==> src/rtl/cdx_pkg.sv <==
package cdx_pkg;

   typedef enum logic [6:0] {
      OP_NOP     = 7'h00,
      OP_FLUSH   = 7'h01,
      OP_CHIPRST = 7'h02,
      OP_BUSRST  = 7'h03,
      OP_XFER    = 7'h10,
      OP_CMPLT   = 7'h11,
      OP_MSGOK   = 7'h12,
      OP_PAD     = 7'h18,
      OP_ATN     = 7'h1A,
      OP_SEL     = 7'h41,
      OP_SELA    = 7'h42,
      OP_SELAS   = 7'h43,
      OP_ARM     = 7'h44
   } op_e;

   typedef enum logic [1:0] {
      SEL_NONE  = 2'd0,
      SEL_PLAIN = 2'd1,
      SEL_ATN   = 2'd2,
      SEL_STOP  = 2'd3
   } sel_e;

   localparam logic [7:0] ST_TC    = 8'h10;
   localparam logic [7:0] ST_CMDPH = 8'h02;
   localparam logic [7:0] ST_STSPH = 8'h03;
   localparam logic [7:0] ST_MSGIN = 8'h07;

   localparam logic [7:0] CA_FC   = 8'h08;
   localparam logic [7:0] CA_BS   = 8'h10;
   localparam logic [7:0] CA_DC   = 8'h20;
   localparam logic [7:0] CA_BRST = 8'h80;

   localparam logic [2:0] SEQ_CMD = 3'd4;

   function automatic logic op_known(input logic [6:0] op);
      case (op)
         OP_NOP, OP_FLUSH, OP_CHIPRST, OP_BUSRST, OP_XFER, OP_CMPLT,
         OP_MSGOK, OP_PAD, OP_ATN, OP_SEL, OP_SELA, OP_SELAS, OP_ARM:
            op_known = 1'b1;
         default: op_known = 1'b0;
      endcase
   endfunction

   function automatic sel_e sel_kind(input logic [6:0] op);
      case (op)
         OP_SEL:   sel_kind = SEL_PLAIN;
         OP_SELA:  sel_kind = SEL_ATN;
         OP_SELAS: sel_kind = SEL_STOP;
         default:  sel_kind = SEL_NONE;
      endcase
   endfunction

endpackage

==> src/rtl/cdx_xfer_count.sv <==
module cdx_xfer_count #(
   parameter int CNT_W     = 16,
   parameter int ADDR_W    = 4,
   parameter int CMD_LIMIT = 32,
   parameter bit ZERO_FULL = 1'b1
) (
   input  logic              clk,
   input  logic              rst_n,
   input  logic              wr_en,
   input  logic [ADDR_W-1:0] wr_addr,
   input  logic [7:0]        wr_data,
   input  logic              reload,
   input  logic              wipe,
   input  logic              drain,
   input  logic              capture,
   input  logic [CNT_W:0]    rem,
   output logic [CNT_W-1:0]  cnt_q,
   output logic [CNT_W:0]    len,
   output logic              hit
);

   localparam int NBYTES = CNT_W / 8;
   localparam logic [CNT_W:0] CMD_CAP = (CNT_W+1)'(CMD_LIMIT);

   if (CNT_W % 8 != 0 || CNT_W < 8 || CNT_W > 16) begin : g_bad_width
      $error("cdx_xfer_count: CNT_W must be 8 or 16");
   end
   if (CMD_LIMIT < 1 || CMD_LIMIT > (1 << CNT_W)) begin : g_bad_limit
      $error("cdx_xfer_count: CMD_LIMIT out of range");
   end

   logic [CNT_W-1:0]  wcnt;
   logic [NBYTES-1:0] hit_b;

   for (genvar b = 0; b < NBYTES; b++) begin : g_byte
      logic [7:0] byte_q;
      assign hit_b[b] = wr_en && (wr_addr == ADDR_W'(b));
      always_ff @(posedge clk or negedge rst_n) begin
         if (!rst_n)        byte_q <= '0;
         else if (wipe)     byte_q <= '0;
         else if (hit_b[b]) byte_q <= wr_data;
      end
      assign wcnt[8*b +: 8] = byte_q;
   end

   assign hit = |hit_b;

   always_ff @(posedge clk or negedge rst_n) begin
      if (!rst_n)             cnt_q <= '0;
      else if (wipe || drain) cnt_q <= '0;
      else if (reload)        cnt_q <= wcnt;
   end

   logic [CNT_W-1:0] src;
   logic [CNT_W:0]   eff, lim;

   assign src = reload ? wcnt : cnt_q;

   if (ZERO_FULL) begin : g_zero_full
      assign eff = (src == '0) ? {1'b1, {CNT_W{1'b0}}} : {1'b0, src};
   end else begin : g_zero_plain
      assign eff = {1'b0, src};
   end

   assign lim = capture ? CMD_CAP : rem;
   assign len = (eff < lim) ? eff : lim;


   no_reload_on_byte_chk: assert property (@(posedge clk) disable iff (!rst_n)
      (hit && !wipe && !drain) |=> $stable(cnt_q));


   cap_clamp_chk: assert property (@(posedge clk) disable iff (!rst_n)
      capture |-> len <= CMD_CAP);

endmodule

==> src/rtl/cdx_sel_gate.sv <==
module cdx_sel_gate
   import cdx_pkg::*;
(
   input  logic clk,
   input  logic rst_n,
   input  logic req,
   input  sel_e req_kind,
   input  logic dma_en,
   input  logic wipe,
   output logic fire,
   output sel_e fire_kind
);

   logic pend_q;
   sel_e kind_q;
   logic en_q;
   logic rise;

   assign rise      = dma_en && !en_q;
   assign fire      = (req && dma_en) || (pend_q && rise && !req);
   assign fire_kind = req ? req_kind : kind_q;

   always_ff @(posedge clk or negedge rst_n) begin
      if (!rst_n) begin
         pend_q <= 1'b0;
         kind_q <= SEL_NONE;
         en_q   <= 1'b0;
      end else begin
         en_q <= dma_en;
         if (wipe) begin
            pend_q <= 1'b0;
            kind_q <= SEL_NONE;
         end else if (req && !dma_en) begin
            pend_q <= 1'b1;
            kind_q <= req_kind;
         end else if (fire) begin
            pend_q <= 1'b0;
         end
      end
   end


   fire_needs_en_chk: assert property (@(posedge clk) disable iff (!rst_n)
      fire |-> dma_en);


   hold_while_low_chk: assert property (@(posedge clk) disable iff (!rst_n)
      (req && !dma_en && !wipe) |=> pend_q);

endmodule

==> src/rtl/xfer_cmd_decoder.sv <==
module xfer_cmd_decoder
   import cdx_pkg::*;
#(
   parameter int CNT_W     = 16,
   parameter int ADDR_W    = 4,
   parameter int ID_W      = 3,
   parameter int CMD_LIMIT = 32,
   parameter int CMD_ADDR  = 3,
   parameter int ID_ADDR   = 4,
   parameter bit ZERO_FULL = 1'b1
) (
   input  logic                clk,
   input  logic                rst_n,
   input  logic                wr_en,
   input  logic [ADDR_W-1:0]   wr_addr,
   input  logic [7:0]          wr_data,
   input  logic                dma_en,
   input  logic [2**ID_W-1:0]  tgt_present,
   input  logic [CNT_W:0]      xfer_rem,
   input  logic                xfer_out,
   input  logic                dma_done,
   input  logic                busrst_quiet,
   output logic [CNT_W-1:0]    count_q,
   output logic [7:0]          status_q,
   output logic [7:0]          cause_q,
   output logic [2:0]          seq_q,
   output logic [4:0]          flags_q,
   output logic                irq_set,
   output logic                dma_mode,
   output logic                dma_req,
   output logic [CNT_W:0]      dma_len,
   output logic                dma_to_dev,
   output logic                cmd_capture,
   output logic                cmd_issue,
   output logic                sel_go,
   output logic                sel_atn,
   output logic [ID_W-1:0]     sel_tgt,
   output logic                chip_rst,
   output logic                bus_rst,
   output logic                bad_op
);

   localparam int NBYTES = CNT_W / 8;

   if (ID_W < 1 || ID_W > 4) begin : g_bad_id
      $error("xfer_cmd_decoder: ID_W must be 1..4");
   end
   if (CMD_ADDR == ID_ADDR || CMD_ADDR < NBYTES || ID_ADDR < NBYTES) begin : g_bad_map
      $error("xfer_cmd_decoder: register indices overlap");
   end
   if (CMD_ADDR >= 2**ADDR_W || ID_ADDR >= 2**ADDR_W) begin : g_bad_addr
      $error("xfer_cmd_decoder: register index beyond ADDR_W");
   end

   logic       cmd_wr, id_wr, dmab;
   logic [6:0] op;

   assign cmd_wr = wr_en && (wr_addr == ADDR_W'(CMD_ADDR));
   assign id_wr  = wr_en && (wr_addr == ADDR_W'(ID_ADDR));
   assign dmab   = wr_data[7];
   assign op     = wr_data[6:0];

   logic wipe, sel_req;
   sel_e req_kind;

   assign wipe     = cmd_wr && (op == OP_CHIPRST);
   assign req_kind = sel_kind(op);
   assign sel_req  = cmd_wr && (req_kind != SEL_NONE);

   logic [ID_W-1:0] busid_q;

   always_ff @(posedge clk or negedge rst_n) begin
      if (!rst_n)     busid_q <= '0;
      else if (wipe)  busid_q <= '0;
      else if (id_wr) busid_q <= wr_data[ID_W-1:0];
   end

   logic           cnt_hit, drain;
   logic [CNT_W:0] len;

   assign drain = dma_done && !cmd_capture;

   cdx_xfer_count #(
      .CNT_W     (CNT_W),
      .ADDR_W    (ADDR_W),
      .CMD_LIMIT (CMD_LIMIT),
      .ZERO_FULL (ZERO_FULL)
   ) u_count (
      .clk     (clk),
      .rst_n   (rst_n),
      .wr_en   (wr_en),
      .wr_addr (wr_addr),
      .wr_data (wr_data),
      .reload  (cmd_wr && dmab),
      .wipe    (wipe),
      .drain   (drain),
      .capture (cmd_capture),
      .rem     (xfer_rem),
      .cnt_q   (count_q),
      .len     (len),
      .hit     (cnt_hit)
   );

   logic sel_fire;
   sel_e fire_kind;

   cdx_sel_gate u_gate (
      .clk       (clk),
      .rst_n     (rst_n),
      .req       (sel_req),
      .req_kind  (req_kind),
      .dma_en    (dma_en),
      .wipe      (wipe),
      .fire      (sel_fire),
      .fire_kind (fire_kind)
   );

   logic tgt_ok;
   assign tgt_ok = tgt_present[busid_q];

   always_ff @(posedge clk or negedge rst_n) begin
      if (!rst_n) begin
         status_q    <= '0;
         cause_q     <= '0;
         seq_q       <= '0;
         flags_q     <= '0;
         irq_set     <= 1'b0;
         dma_mode    <= 1'b0;
         dma_req     <= 1'b0;
         dma_len     <= '0;
         dma_to_dev  <= 1'b0;
         cmd_capture <= 1'b0;
         cmd_issue   <= 1'b0;
         sel_go      <= 1'b0;
         sel_atn     <= 1'b0;
         sel_tgt     <= '0;
         chip_rst    <= 1'b0;
         bus_rst     <= 1'b0;
         bad_op      <= 1'b0;
      end else if (wipe) begin
         status_q    <= '0;
         cause_q     <= '0;
         seq_q       <= '0;
         flags_q     <= '0;
         irq_set     <= 1'b0;
         dma_mode    <= 1'b0;
         dma_req     <= 1'b0;
         dma_len     <= '0;
         dma_to_dev  <= 1'b0;
         cmd_capture <= 1'b0;
         cmd_issue   <= 1'b0;
         sel_go      <= 1'b0;
         sel_atn     <= 1'b0;
         sel_tgt     <= '0;
         chip_rst    <= 1'b1;
         bus_rst     <= 1'b0;
         bad_op      <= 1'b0;
      end else begin
         irq_set   <= 1'b0;
         dma_req   <= 1'b0;
         cmd_issue <= 1'b0;
         sel_go    <= 1'b0;
         chip_rst  <= 1'b0;
         bus_rst   <= 1'b0;
         bad_op    <= 1'b0;

         if (cnt_hit) status_q[4] <= 1'b0;

         if (cmd_wr) begin
            dma_mode <= dmab;
            case (op)
               OP_FLUSH: begin
                  cause_q <= CA_FC;
                  seq_q   <= '0;
                  flags_q <= '0;
               end
               OP_BUSRST: begin
                  cause_q <= CA_BRST;
                  bus_rst <= 1'b1;
                  irq_set <= !busrst_quiet;
               end
               OP_XFER: begin
                  if (dmab) begin
                     status_q[4] <= 1'b0;
                     if (len != '0) begin
                        dma_req    <= 1'b1;
                        dma_len    <= len;
                        dma_to_dev <= cmd_capture ? 1'b1 : xfer_out;
                     end
                  end else if (cmd_capture) begin
                     cmd_capture <= 1'b0;
                     cmd_issue   <= 1'b1;
                  end
               end
               OP_CMPLT: begin
                  cause_q <= CA_FC;
                  irq_set <= 1'b1;
                  if (dmab) begin
                     status_q <= ST_TC | ST_STSPH | ST_MSGIN;
                     seq_q    <= SEQ_CMD;
                  end else begin
                     status_q <= status_q | ST_MSGIN;
                     flags_q  <= 5'd2;
                  end
               end
               OP_MSGOK: begin
                  cause_q <= CA_DC;
                  seq_q   <= '0;
                  flags_q <= '0;
                  irq_set <= 1'b1;
               end
               OP_PAD: begin
                  status_q <= ST_TC;
                  cause_q  <= CA_FC;
                  seq_q    <= '0;
               end
               OP_ARM: cause_q <= '0;
               OP_NOP, OP_ATN, OP_SEL, OP_SELA, OP_SELAS: ;
               default: bad_op <= 1'b1;
            endcase
         end

         if (sel_fire) begin
            if (!tgt_ok) begin
               status_q <= '0;
               cause_q  <= CA_DC;
               seq_q    <= '0;
               irq_set  <= 1'b1;
            end else if (fire_kind == SEL_STOP) begin
               cmd_capture <= 1'b1;
               status_q    <= ST_TC | ST_CMDPH;
               cause_q     <= CA_BS | CA_FC;
               seq_q       <= SEQ_CMD;
               irq_set     <= 1'b1;
            end else begin
               sel_go  <= 1'b1;
               sel_atn <= (fire_kind == SEL_ATN);
               sel_tgt <= busid_q;
            end
         end

         if (dma_done) begin
            if (cmd_capture) begin
               cmd_capture <= 1'b0;
               cmd_issue   <= 1'b1;
            end else begin
               status_q[4] <= 1'b1;
               cause_q     <= CA_BS;
               seq_q       <= '0;
               flags_q     <= '0;
               irq_set     <= 1'b1;
            end
         end
      end
   end


   req_len_nz_chk: assert property (@(posedge clk) disable iff (!rst_n)
      dma_req |-> dma_len != '0);


   cap_dir_chk: assert property (@(posedge clk) disable iff (!rst_n)
      (dma_req && cmd_capture) |-> (dma_to_dev && dma_len <= (CNT_W+1)'(CMD_LIMIT)));


   byte_wr_tc_chk: assert property (@(posedge clk) disable iff (!rst_n)
      (cnt_hit && !dma_done && !sel_fire) |=> !status_q[4]);


   done_clear_chk: assert property (@(posedge clk) disable iff (!rst_n)
      (dma_done && !cmd_capture && !wr_en && !sel_fire)
         |=> (count_q == '0 && status_q[4] && cause_q == CA_BS && irq_set));


   issue_exit_chk: assert property (@(posedge clk) disable iff (!rst_n)
      cmd_issue |-> !cmd_capture);


   chip_rst_chk: assert property (@(posedge clk) disable iff (!rst_n)
      chip_rst |-> (status_q == '0 && count_q == '0 && !cmd_capture && busid_q == '0));


   bad_stable_chk: assert property (@(posedge clk) disable iff (!rst_n)
      (cmd_wr && !op_known(op) && !dma_done && !sel_fire)
         |=> (bad_op && $stable(status_q) && $stable(cause_q) && $stable(seq_q)
              && $stable(flags_q) && $stable(cmd_capture)));

endmodule

==> config.mk <==
export PLATFORM = sky130hd
export DESIGN_NAME = xfer_cmd_decoder
export DESIGN_NICKNAME = d
export VERILOG_FILES = /design/src/rtl/cdx_pkg.sv /design/src/rtl/cdx_xfer_count.sv /design/src/rtl/cdx_sel_gate.sv /design/src/rtl/xfer_cmd_decoder.sv
export SDC_FILE = /design/constraint.sdc
export NUM_CORES = 1
export LEC_CHECK = 0
export BUFFER_PORTS_ARGS = -buffer_cell sky130_fd_sc_hd__buf_2
export CAP_MARGIN = 20
export CORE_MARGIN = 3
export CORE_UTILIZATION = 25
export CTS_CLUSTER_SIZE = 24
export DETAILED_ROUTE_END_ITERATION = 10
export SETUP_SLACK_MARGIN = 0.05
export SLEW_MARGIN = 20
export SYNTH_ARGS = -nofsm -noshare
export SYNTH_HDL_FRONTEND = slang
export SYNTH_SLANG_ARGS = --single-unit
==> constraint.sdc <==
create_clock -name clk -period 7 [get_ports clk]
set_input_delay 1.4 -clock clk [delete_from_list [all_inputs] [get_ports clk]]
set_output_delay 1.4 -clock clk [all_outputs]
set_load 0.005 [all_outputs]
-- Yosys cells after proc, flatten, opt, wreduce, memory -nomap -nowiden
Index checks and enable logic that the tools add are counted.
- $lt $le $gt $ge: 2
- multiplexer cells: 117
- reductions and logical operators: 44
- equality and inequality tests: 18
- operator list (operator ; number):
    17-bit 2-to-1 mux ; 8
    8-bit 2-to-1 mux ; 17
    1-bit 2-to-1 mux ; 59
    3-bit 2-to-1 mux ; 14
    7-bit by 5-bit equality test with 1-bit output, second input constant ; 5
    16-bit 2-to-1 mux ; 2
    8-bit case mux with 4 select lines ; 1
    7-bit equality test, second input constant ; 4
    5-bit 2-to-1 mux ; 5
    2-bit nonzero test ; 11
    17-bit less-than comparator ; 1
    17-bit nonzero test ; 1
    16-bit zero test ; 1
    7-bit by 2-bit equality test with 1-bit output, second input constant ; 2
    1-bit logical AND ; 13
    3-bit case mux with 2 select lines ; 2
    12-bit OR reduction ; 1
    5-bit case mux with 2 select lines ; 1
    4-bit case mux with 2 select lines ; 1
    7-bit by 1-bit equality test with 1-bit output, second input constant ; 1
    7-bit zero test ; 1
    2-bit 2-to-1 mux ; 3
    2-bit case mux with 3 select lines ; 1
    2-bit OR reduction ; 3
    16 further kinds ; 23
- output and inout bits: 71
- register bits after elaboration: 94
- logic and storage cells: 205
- bits of input ports: 44

-- Longest topological paths before layout
Gate-level depths: netlist (run 1).
- word-level depth: 14
- gate-level depth with buffers: 18
- gate-level depth less buffers: 13

-- By module
From an unflattened synthesis (run 1), not the netlist that was laid out.
- cells, all modules: 514
- area, all modules: 5246.3 sq um
- modules (own cells, without submodules) (module ; instances ; cells each ; area an instance (sq um) ; sequential area each (sq um)):
    xfer_cmd_decoder ; 1 ; 276 ; 2965.3 ; 1451.4
    cdx_xfer_count ; 1 ; 220 ; 2069.5 ; 800.8
    cdx_sel_gate ; 1 ; 18 ; 211.5 ; 100.1

-- Least setup slack after synthesis (run 1)
Ideal clock, no wire load.
- path kind: input to register
- start point: in wr_addr[2]
- end point: reg dma_len[7]
- arrival time: 4.907 ns
- setup time: 0.079 ns
- slack: 2.014 ns
- path buffers: 3
- required time: 6.921 ns
- stages on the path: 15
- cell sequence: and3b_1 and3_1 buf_6 clkbuf_1 mux2i_1 inv_1 ha_1 a211oi_1 o211ai_1 o221ai_1 a21oi_1 a2111oi_4 buf_2 mux2_1 mux2i_1
- cells in the longest elaborated chain, start to end: 13
- elaborated cells on any way between the ends: 20
- classes of those cells: order compare: 1; eq/ne: 1; mux: 8; reduce/logical: 10
- ends and longest elaborated chain (what ; line ; RTL):
    start: declaration ; xfer_cmd_decoder.sv:15 ; input logic [ADDR_W-1:0] wr_addr,
    4-bit by 2-bit equality test with 1-bit output * ; xfer_cmd_decoder.sv:58 ; assign cmd_wr = wr_en && (wr_addr == ADDR_W'(CMD_ADDR));
    1-bit logical AND * ; xfer_cmd_decoder.sv:58 ;
    1-bit logical AND ; xfer_cmd_decoder.sv:94 ; .reload (cmd_wr && dmab),
    16-bit 2-to-1 mux ; cdx_xfer_count.sv:57 ; assign src = reload ? wcnt : cnt_q;
    16-bit zero test ; cdx_xfer_count.sv:60 ; assign eff = (src == '0) ? {1'b1, {CNT_W{1'b0}}} : {1'b0, src};
    17-bit 2-to-1 mux ; cdx_xfer_count.sv:60 ;
    17-bit less-than comparator ; cdx_xfer_count.sv:66 ; assign len = (eff < lim) ? eff : lim;
    17-bit 2-to-1 mux ; cdx_xfer_count.sv:66 ;
    17-bit 2-to-1 mux ; xfer_cmd_decoder.sv:185 ; if (len != '0) begin
    17-bit 2-to-1 mux ; xfer_cmd_decoder.sv:183 ; if (dmab) begin
    17-bit 2-to-1 mux ; xfer_cmd_decoder.sv:171 ; case (op)
    17-bit 2-to-1 mux ; xfer_cmd_decoder.sv:169 ; if (cmd_wr) begin
    17-bit 2-to-1 mux ; xfer_cmd_decoder.sv:140 ; end else if (wipe) begin
    end signal: assignment ; xfer_cmd_decoder.sv:187 ; dma_len <= len;
    end: declaration ; xfer_cmd_decoder.sv:31 ; output logic [CNT_W:0] dma_len,
Mark *: on every way between the ends. The rest lies on a longest branch, timed or not. The select of a mux whose other input is x is not followed.
A chain may end at the register's enable or synchronous reset.

-- Worst setup path in the final report (run 1)
- start point: in wr_addr[3]
- end point: reg dma_len[10]
The elaborated chain is that of the path after synthesis.

==> results of run 1 <==
## layout by cell type (no fill, tap or decap), types with 3 or more instances in the layout
| master | n |
|---|---|
| a211oi_1 | 3 |
| a21boi_0 | 3 |
| a21oi_1 | 13 |
| a31oi_1 | 5 |
| and2_1 | 14 |
| buf_2 | 113 |
| buf_4 | 8 |
| clkbuf_1 | 3 |
| clkbuf_16 | 9 |
| dfrtp_1 | 94 |
| ha_1 | 16 |
| inv_1 | 24 |
| mux2_1 | 10 |
| mux2_2 | 9 |
| mux2i_1 | 45 |
| nand2_1 | 91 |
| nand2b_1 | 4 |
| nand3_1 | 6 |
| nand4_1 | 8 |
| nor2_1 | 55 |
| nor2b_1 | 4 |
| nor3_1 | 7 |
| nor3b_1 | 4 |
| nor4_1 | 11 |
| o21a_1 | 3 |
| o21ai_0 | 19 |
| o22ai_1 | 3 |
## cells in the mapped netlist, drive strengths merged (2+ instances only)
cell | number | area, µm²
a21oi | 13 | 65.1
nand2b | 4 | 25.0
o22ai | 3 | 18.8
a21boi | 3 | 22.5
dfrtp | 94 | 2350
o211ai | 2 | 15.0
mux2 | 19 | 214
nor3 | 8 | 45.0
o21a | 3 | 22.5
mux4 | 2 | 45.0
nand3 | 6 | 30.0
mux2i | 46 | 473
nor3b | 4 | 30.0
or2 | 2 | 12.5
nor2b | 4 | 25.0
nand2 | 91 | 342
nor4 | 12 | 75.1
a31oi | 5 | 31.3
a311oi | 2 | 17.5
and3 | 2 | 12.5
ha | 16 | 200
nand4 | 8 | 50.1
and4 | 2 | 17.5
and2 | 14 | 87.6
o211a | 2 | 20.0
o21ai | 20 | 100
buf | 6 | 45.0
nor2 | 55 | 206
inv | 25 | 93.8
a211oi | 3 | 22.5
clkbuf | 21 | 78.8
## worst min path at each step
stage / slack [ns] / end / startpoint / cells past startpoint
finish: 0.48 / cause_q[0]$_DFF_PN0_ / cause_q[0]$_DFF_PN0_ / 1
global route: 0.49 / cause_q[1]$_DFF_PN0_ / cause_q[1]$_DFF_PN0_ / 1
CTS: 0.48 / flags_q[0]$_DFF_PN0_ / flags_q[0]$_DFF_PN0_ / 1
detailed placement: 0.47 / cause_q[6]$_DFF_PN0_ / cause_q[6]$_DFF_PN0_ / 1
global placement: 0.46 / flags_q[2]$_DFF_PN0_ / flags_q[2]$_DFF_PN0_ / 1
floorplan: 0.45 / u_count.g_byte[0].byte_q[4]$_DFFE_PN0P_ / u_count.g_byte[0].byte_q[4]$_DFFE_PN0P_ / 2
## sequential cells by signal (all words and copies together) (netlist names), 2 cells and up
| register | flops |
|---|---|
| dma_len | 17 |
| sel_tgt | 3 |
| flags_q | 5 |
| seq_q | 3 |
| busid_q | 3 |
| cause_q | 8 |
| u_count.g_byte.byte_q | 16 |
| u_count.cnt_q | 16 |
| u_gate.kind_q | 2 |
| status_q | 8 |
## area by class of cell
type	instances	area, µm²	area share
multi-input cells	370	2430	0.398
flip-flops and latches	94	2350	0.385
repair buffers	121	626	0.102
well taps	260	325	0.0533
clock buffers	12	236	0.0387
inverters	25	93.8	0.0154
clock inverters	2	35.0	0.00574
diodes	2	5.00	0.000820
## per-layer routing
metal / vias to the layer above / share of wire / global-route usage
li1: 2008 / - / -
met1: 2017 / 0.46 / 0.182
met2: 124 / 0.47 / 0.209
met3: 20 / 0.056 / 0.0352
met4: 2 / 0.021 / 0.0541
met5: - / 0.00047 / 0
## cells by family (layout without fill, tap and decap cells)
family	count (synthesis)	after routing	share of synthesized area
AND/OR/NAND/NOR	218	218	0.203
AO/OA/AOI/OAI	68	68	0.0918
buffers and inverters	52	160	0.0437
flip-flops	94	94	0.473
multiplexers	67	67	0.147
adder cells (fa/ha/maj)	17	17	0.0422
other	0	2	0
## through the flow
step           instances   util  hold WS [ns]  worst slack [ns]
4_1_cts              884  0.319         0.484              1.84
5_1_grt              886  0.319         0.491              1.49
3_3_place_gp         870  0.304         0.463              1.61
2_1_floorplan        516      -         0.453              2.01
3_5_place_dp         870  0.304         0.468              1.46
6_report             886  0.319         0.477              1.81
## power by group through the flow
stage | clock network [mW] | registers, mW | logic, mW
after floorplan | 0 | 0.601 | 0.103
after global routing | 0.510 | 0.606 | 0.184
after CTS | 0.493 | 0.603 | 0.166
after detailed placement | 0 | 0.613 | 0.164
after global placement | 0 | 0.613 | 0.162
final | 0.481 | 0.603 | 0.164
==> impl_metrics.csv, run 1 <==
group,metric,value,unit
outcome,status,"completed",
detailed_routing,viasPerCell,4.71,
clocking,htreeDepth,3,
finish,fin_area,0.00610,mm²
critical_path,crit_family,"compound AO/OA/AOI/OAI gates",
power,clock_power_share,0.385,
sta,setup_tns,0,ns
power,seq_power_share,0.483,
clocking,cts_root_buf,"clkbuf_16",
detailed_routing,drt-initial-drc-count,292,
critical_path,path_max_fanout,18,
critical_path,rr_worst_depth,14,
critical_path,endpoint,"dma_len[10]$_DFFE_PN0P_",
placed_design,placed_cell_area,0.00583,mm²
clocking,clock-sinks,94,
sta,setup_viol,0,
synthesis,yosys_warnings,0,
job,max_cap_violations,0,
synthesis,async_flop_share,1.00,
synthesis,synth-seq-cells,94,
die,core_area,0.0191,mm²
global_route,grt_pass1_vias,3988,
power,p_switching,0.334,mW
placed_design,io_buffers,114,
critical_path,cp_slowest_cell,"o311ai_4",
synthesis,synthesis.nets,576,
clocking,post_cts_buffers,0,
sta,worst_pin_slew,0.934,ns
sta,rsz0062_at_grt,"no",
synthesis,syn_inst,516,
finish,drive_above_1_share,0.242,
detailed_routing,drc_errors,0,
die,start_util,0.260,
clocking,clock_path_buffers,2,
detailed_routing,drt-wirelength-per-cell,16.7,µm
die,ios,115,
critical_path,crit_start,"wr_addr[3]",
critical_path,slowest_delay,0.70,ns
clocking,insertion_delay,0.35,ns
critical_path,critPathBufInv,4,
power,vdd_drop_max,0.0839,mV
synthesis,syn_area,0.00498,mm²
detailed_routing,dr.pass1.iters,4,
sta,skew,0.00705,ns
clocking,tritoncts,"yes",
sta,fmax,193,MHz
synthesis,ys_types,57,
critical_path,cp-start-kind,"input pin",
critical_path,crit_cells,15,
synthesis,yosysSeqAreaShare,0.473,
detailed_routing,drt-total-wl,14800,µm
worst_hold_path,hold_path.class,"flip-flop to flip-flop",
detailed_routing,num_vias,4171,
global_route,grt_util_all_layers,0.136,
finish,area_delta_synth_final,22.6,%
synthesis,synth_edf_count,0,
global_route,overflow,0,
sta,min_period,5.19,ns
die,die_w,147,µm
power,combPwrFrac,0.131,
power,p_int,0.913,mW
global_route,grt_pass1_wl,23000,µm
power,total_leakage_power,3.17,nW
critical_path,r2r-end,"dma_len[10]$_DFFE_PN0P_",
die,dieArea,0.0216,mm²
critical_path,crit_chain,"buf_2 -> nor2b_1 -> and3_1 -> buf_4 -> mux2i_1 -> inv_1 -> ha_1 -> nand4_1 -> o211ai_1 -> o221ai_1 -> a21oi_1 -> a2111oi_4 -> o311ai_4 -> buf_4 -> mux2i_1",
global_route,antenna_found_initial,3,
synthesis,ys.flop_type,"dfrtp_1",
critical_path,rr_startpoint,"u_count.g_byte[0].byte_q[6]$_DFFE_PN0P_",
sta,report.final.hold_viol_count,0,
critical_path,r2r_slack,3.23,ns
synthesis,syn_avg_cell_area,9.65,µm²
finish,fillers,2075,
clocking,cts-resized-gates,0,
clocking,cts-buffers-inserted,9,
die,rows,50,
placed_design,finalWeightedCongestion,0.861,
die,die_y,147,µm
power,power_density,204,mW/mm²
power,swShare,0.268,
critical_path,crit_type,"input pin to flip-flop",
finish,fin_nets,681,
sta,finalCritPeriodShare,0.742,
clocking,cts_hold_repair.buffers,0,
sta,drv_slew,0,
clocking,path_clk_slew,0.06,ns
critical_path,worst_ep_required_time,7.28,ns
sta,max-slew-margin-rel,0.377,
placed_design,hpwl,11000,µm
global_route,grt_max_degree,75,
critical_path,cp-end-kind,"flip-flop",
power,finalPower,1.25,mW
critical_path,cp.arrival,5.47,ns
detailed_routing,postRouteAntennaNets,0,
Power figures use the tool's default switching activity.
==> inputs of run 2 (changes only) <==
ABC_AREA = 1   (was not set)
clock period = 4.8 ns   (was 7 ns; I/O delays follow)
==> impl_metrics.csv, run 2 <==
group,metric,value,unit
global_route,antenna_found_initial,4,
sta,setup_viol,0,
critical_path,crit_start,"wr_addr[3]",
finish,largest_register,"dma_len",
synthesis,synthMostInstantiatedCell,"nand2_1",
sta,max-slew-margin-rel,0.462,
die,dieArea,0.0221,mm²
placed_design,finalWeightedCongestion,0.901,
worst_hold_path,hold_path.class,"flip-flop to flip-flop",
synthesis,ys_types,36,
sta,fmax,236,MHz
detailed_routing,drt-wirelength-per-cell,14.6,µm
synthesis,syn_area,0.00509,mm²
critical_path,cp-end-kind,"flip-flop",
synthesis,synthesis.nets,720,
worst_hold_path,worst_hold_startpoint,"u_count.g_byte[0].byte_q[2]$_DFFE_PN0P_",
power,power_density,282,mW/mm²
global_route,grt_max_degree,52,
critical_path,cp-start-kind,"input pin",
detailed_routing,postRouteAntennaNets,0,
clocking,cts_hold_repair.buffers,0,
die,ios,115,
critical_path,rr_startpoint,"cmd_capture$_DFF_PN0_",
finish,area_delta_synth_final,23.4,%
finish,largestRegisters,"dma_len: 17 flops, u_count.cnt_q: 16 flops, u_count.g_byte.byte_q: 16 flops",
clocking,path_clk_slew,0.07,ns
detailed_routing,num_vias,4727,
placed_design,placed_cell_area,0.00599,mm²
sta,skew,0.0121,ns
sta,min_period,4.23,ns
clocking,clock_path_buffers,2,
synthesis,synth_commonest_cells,"nand2_1, dfrtp_1, nor2_1, inv_1, nand3_1",
detailed_routing,met2_length,7090,µm
placed_design,io_buffers,114,
global_route,grt_util_all_layers,0.143,
sta,worst_pin_slew,0.796,ns
die,rows,51,
detailed_routing,met3_length,903,µm
detailed_routing,wl_met1,7110,µm
synthesis,yosys_warnings,0,
detailed_routing,top_layer,"met5",
clocking,post_cts_buffers,0,
finish,fin_nets,842,
synthesis,async_flop_share,1.00,
sta,rsz0062_at_grt,"no",
critical_path,worst_ep_required_time,5.09,ns
synthesis,synth_top_area_frac,0.462,
synthesis,synth_edf_count,0,
sta,drv_slew,0,
outcome,status,"completed",
clocking,clock-sinks,94,
critical_path,cp.arrival,4.52,ns
placed_design,hpwl,12200,µm
synthesis,synth_top_area_cell,"dfrtp_1",
critical_path,path_max_fanout,19,
detailed_routing,drt-total-wl,15400,µm
sta,setup_slack,0.566,ns
sta,finalCritPeriodShare,0.882,
synthesis,syn_inst,660,
die,start_util,0.258,
global_route,overflow,0,
placed_design,dp_cells,1036,
detailed_routing,dr.pass1.iters,6,
placed_design,preCtsSetupSlack,0.252,ns
die,die_y,149,µm
clocking,htreeDepth,3,
detailed_routing,drc_errors,0,
power,vdd_drop_max,0.170,mV
global_route,grt_pass1_vias,4742,
finish,fillers,2124,
critical_path,crit_type,"input pin to flip-flop",
clocking,insertion_delay,0.35,ns
finish,final_cell_mix,"nand2_1, buf_2, dfrtp_1",
finish,largest_reg_flops,17,
die,core_area,0.0197,mm²
synthesis,yosysSeqAreaShare,0.462,
synthesis,syn_avg_cell_area,7.71,µm²
clocking,cts-resized-gates,0,
clocking,tritoncts,"yes",
finish,final_common_cell,"nand2_1",
detailed_routing,viasPerCell,4.49,
power,total_leakage_power,3.46,nW
clocking,cts-buffers-inserted,9,
finish,fin_area,0.00627,mm²
critical_path,rr_worst_depth,20,
synthesis,synth-seq-cells,94,
synthesis,ys.flop_type,"dfrtp_1",
worst_hold_path,min_delay_path_depth,2,
sta,report.final.hold_viol_count,0,
detailed_routing,drt-initial-drc-count,270,
finish,drive_above_1_share,0.222,
die,die_w,149,µm
job,max_cap_violations,0,
clocking,cts_root_buf,"clkbuf_16",
sta,setup_tns,0,ns
synthesis,synth_area_leaders,"dfrtp_1, nand2_1, nand3_1",
finish,fin_cells,1053,
global_route,grt_pass1_wl,25100,µm
==> run 2: cell count changes after synthesis, sizes merged, moves of 18 or more <==
cell / previous run / this run
nand2: 91 / 197
nand3: 6 / 77
mux2i: 46 / 0
inv: 25 / 69
nor2: 55 / 89
a21oi: 13 / 31
==> run 2: path summary, 6_finish.rpt <==
check	to	slack, ns
max	dma_len[0]$_DFFE_PN0P_	0.57
min	u_count.g_byte[0].byte_q[2]$_DFFE_PN0P_	0.48
max reg2reg	dma_len[0]$_DFFE_PN0P_	1.27
min reg2reg	u_count.g_byte[0].byte_q[2]$_DFFE_PN0P_	0.48
max in group asynchronous	irq_set$_DFF_PN0_	3.12
min in group asynchronous	dma_req$_DFF_PN0_	0.65
==> run 2: layout make-up <==
class,count,area (µm²),area share
Multi-Input combinational cell,479,2370,0.378
Sequential cell,94,2350,0.375
Timing Repair Buffer,127,671,0.107
Tap cell,265,332,0.0528
Inverter,71,267,0.0425
Clock buffer,9,225,0.0359
Clock inverter,7,56.3,0.00897
Antenna cell,1,2.50,0.000399
==> run 2: report_power, final <==
| group | switching [mW] | internal [mW] | total, mW |
|---|---|---|---|
| Clock | 0.334 | 0.356 | 0.690 |
| Sequential | 0.0231 | 0.836 | 0.859 |
| Combinational | 0.143 | 0.0782 | 0.222 |
==> run 2: logic make-up (layout without fill, tap and decap cells) <==
logic type	after synthesis	in the layout	synth area share
flops	94	94	0.462
mux	5	5	0.0111
simple gates	381	381	0.331
other cells	0	1	0
compound gates	77	77	0.0844
buf+inv	87	214	0.0716
fa+ha+maj	16	16	0.0394
==> run 2: routing by layer <==
metal / vias to the layer above / GRT usage
li1: 2386 / -
met1: 2209 / 0.195
met2: 104 / 0.226
met3: 22 / 0.0353
met4: 6 / 0.0443
met5: - / 0
==> run 2: metrics by stage <==
step | hold slack (ns) | power [mW] | util
after floorplan | 0.442 | 1.00 | -
after global placement | 0.463 | 1.10 | 0.304
after detailed placement | 0.463 | 1.10 | 0.304
after CTS | 0.480 | 1.79 | 0.318
after global routing | 0.506 | 1.87 | 0.318
final | 0.477 | 1.77 | 0.318
==> run 2: worst max-delay path: stages <==
cell	delay, ns
buf_2	0.11
nor2_2	0.20
nand3_2	0.12
nor2_2	0.26
nand2_1	0.15
nand2_1	0.17
nor2_1	0.06
nand2_1	0.08
nor2_1	0.05
nand2_1	0.06
inv_1	0.04
ha_1	0.28
nand2_1	0.07
nor2_1	0.15
nand4_1	0.12
nor2_1	0.15
nand2_2	0.17
nand2_4	0.23
inv_2	0.09
nand2_1	0.07
nand2_1	0.09
nor2_1	0.11
nand2_1	0.06
nor2_2	0.14
nand2_4	0.16
nand2_8	0.19
nand3_1	0.10
nand2_1	0.07
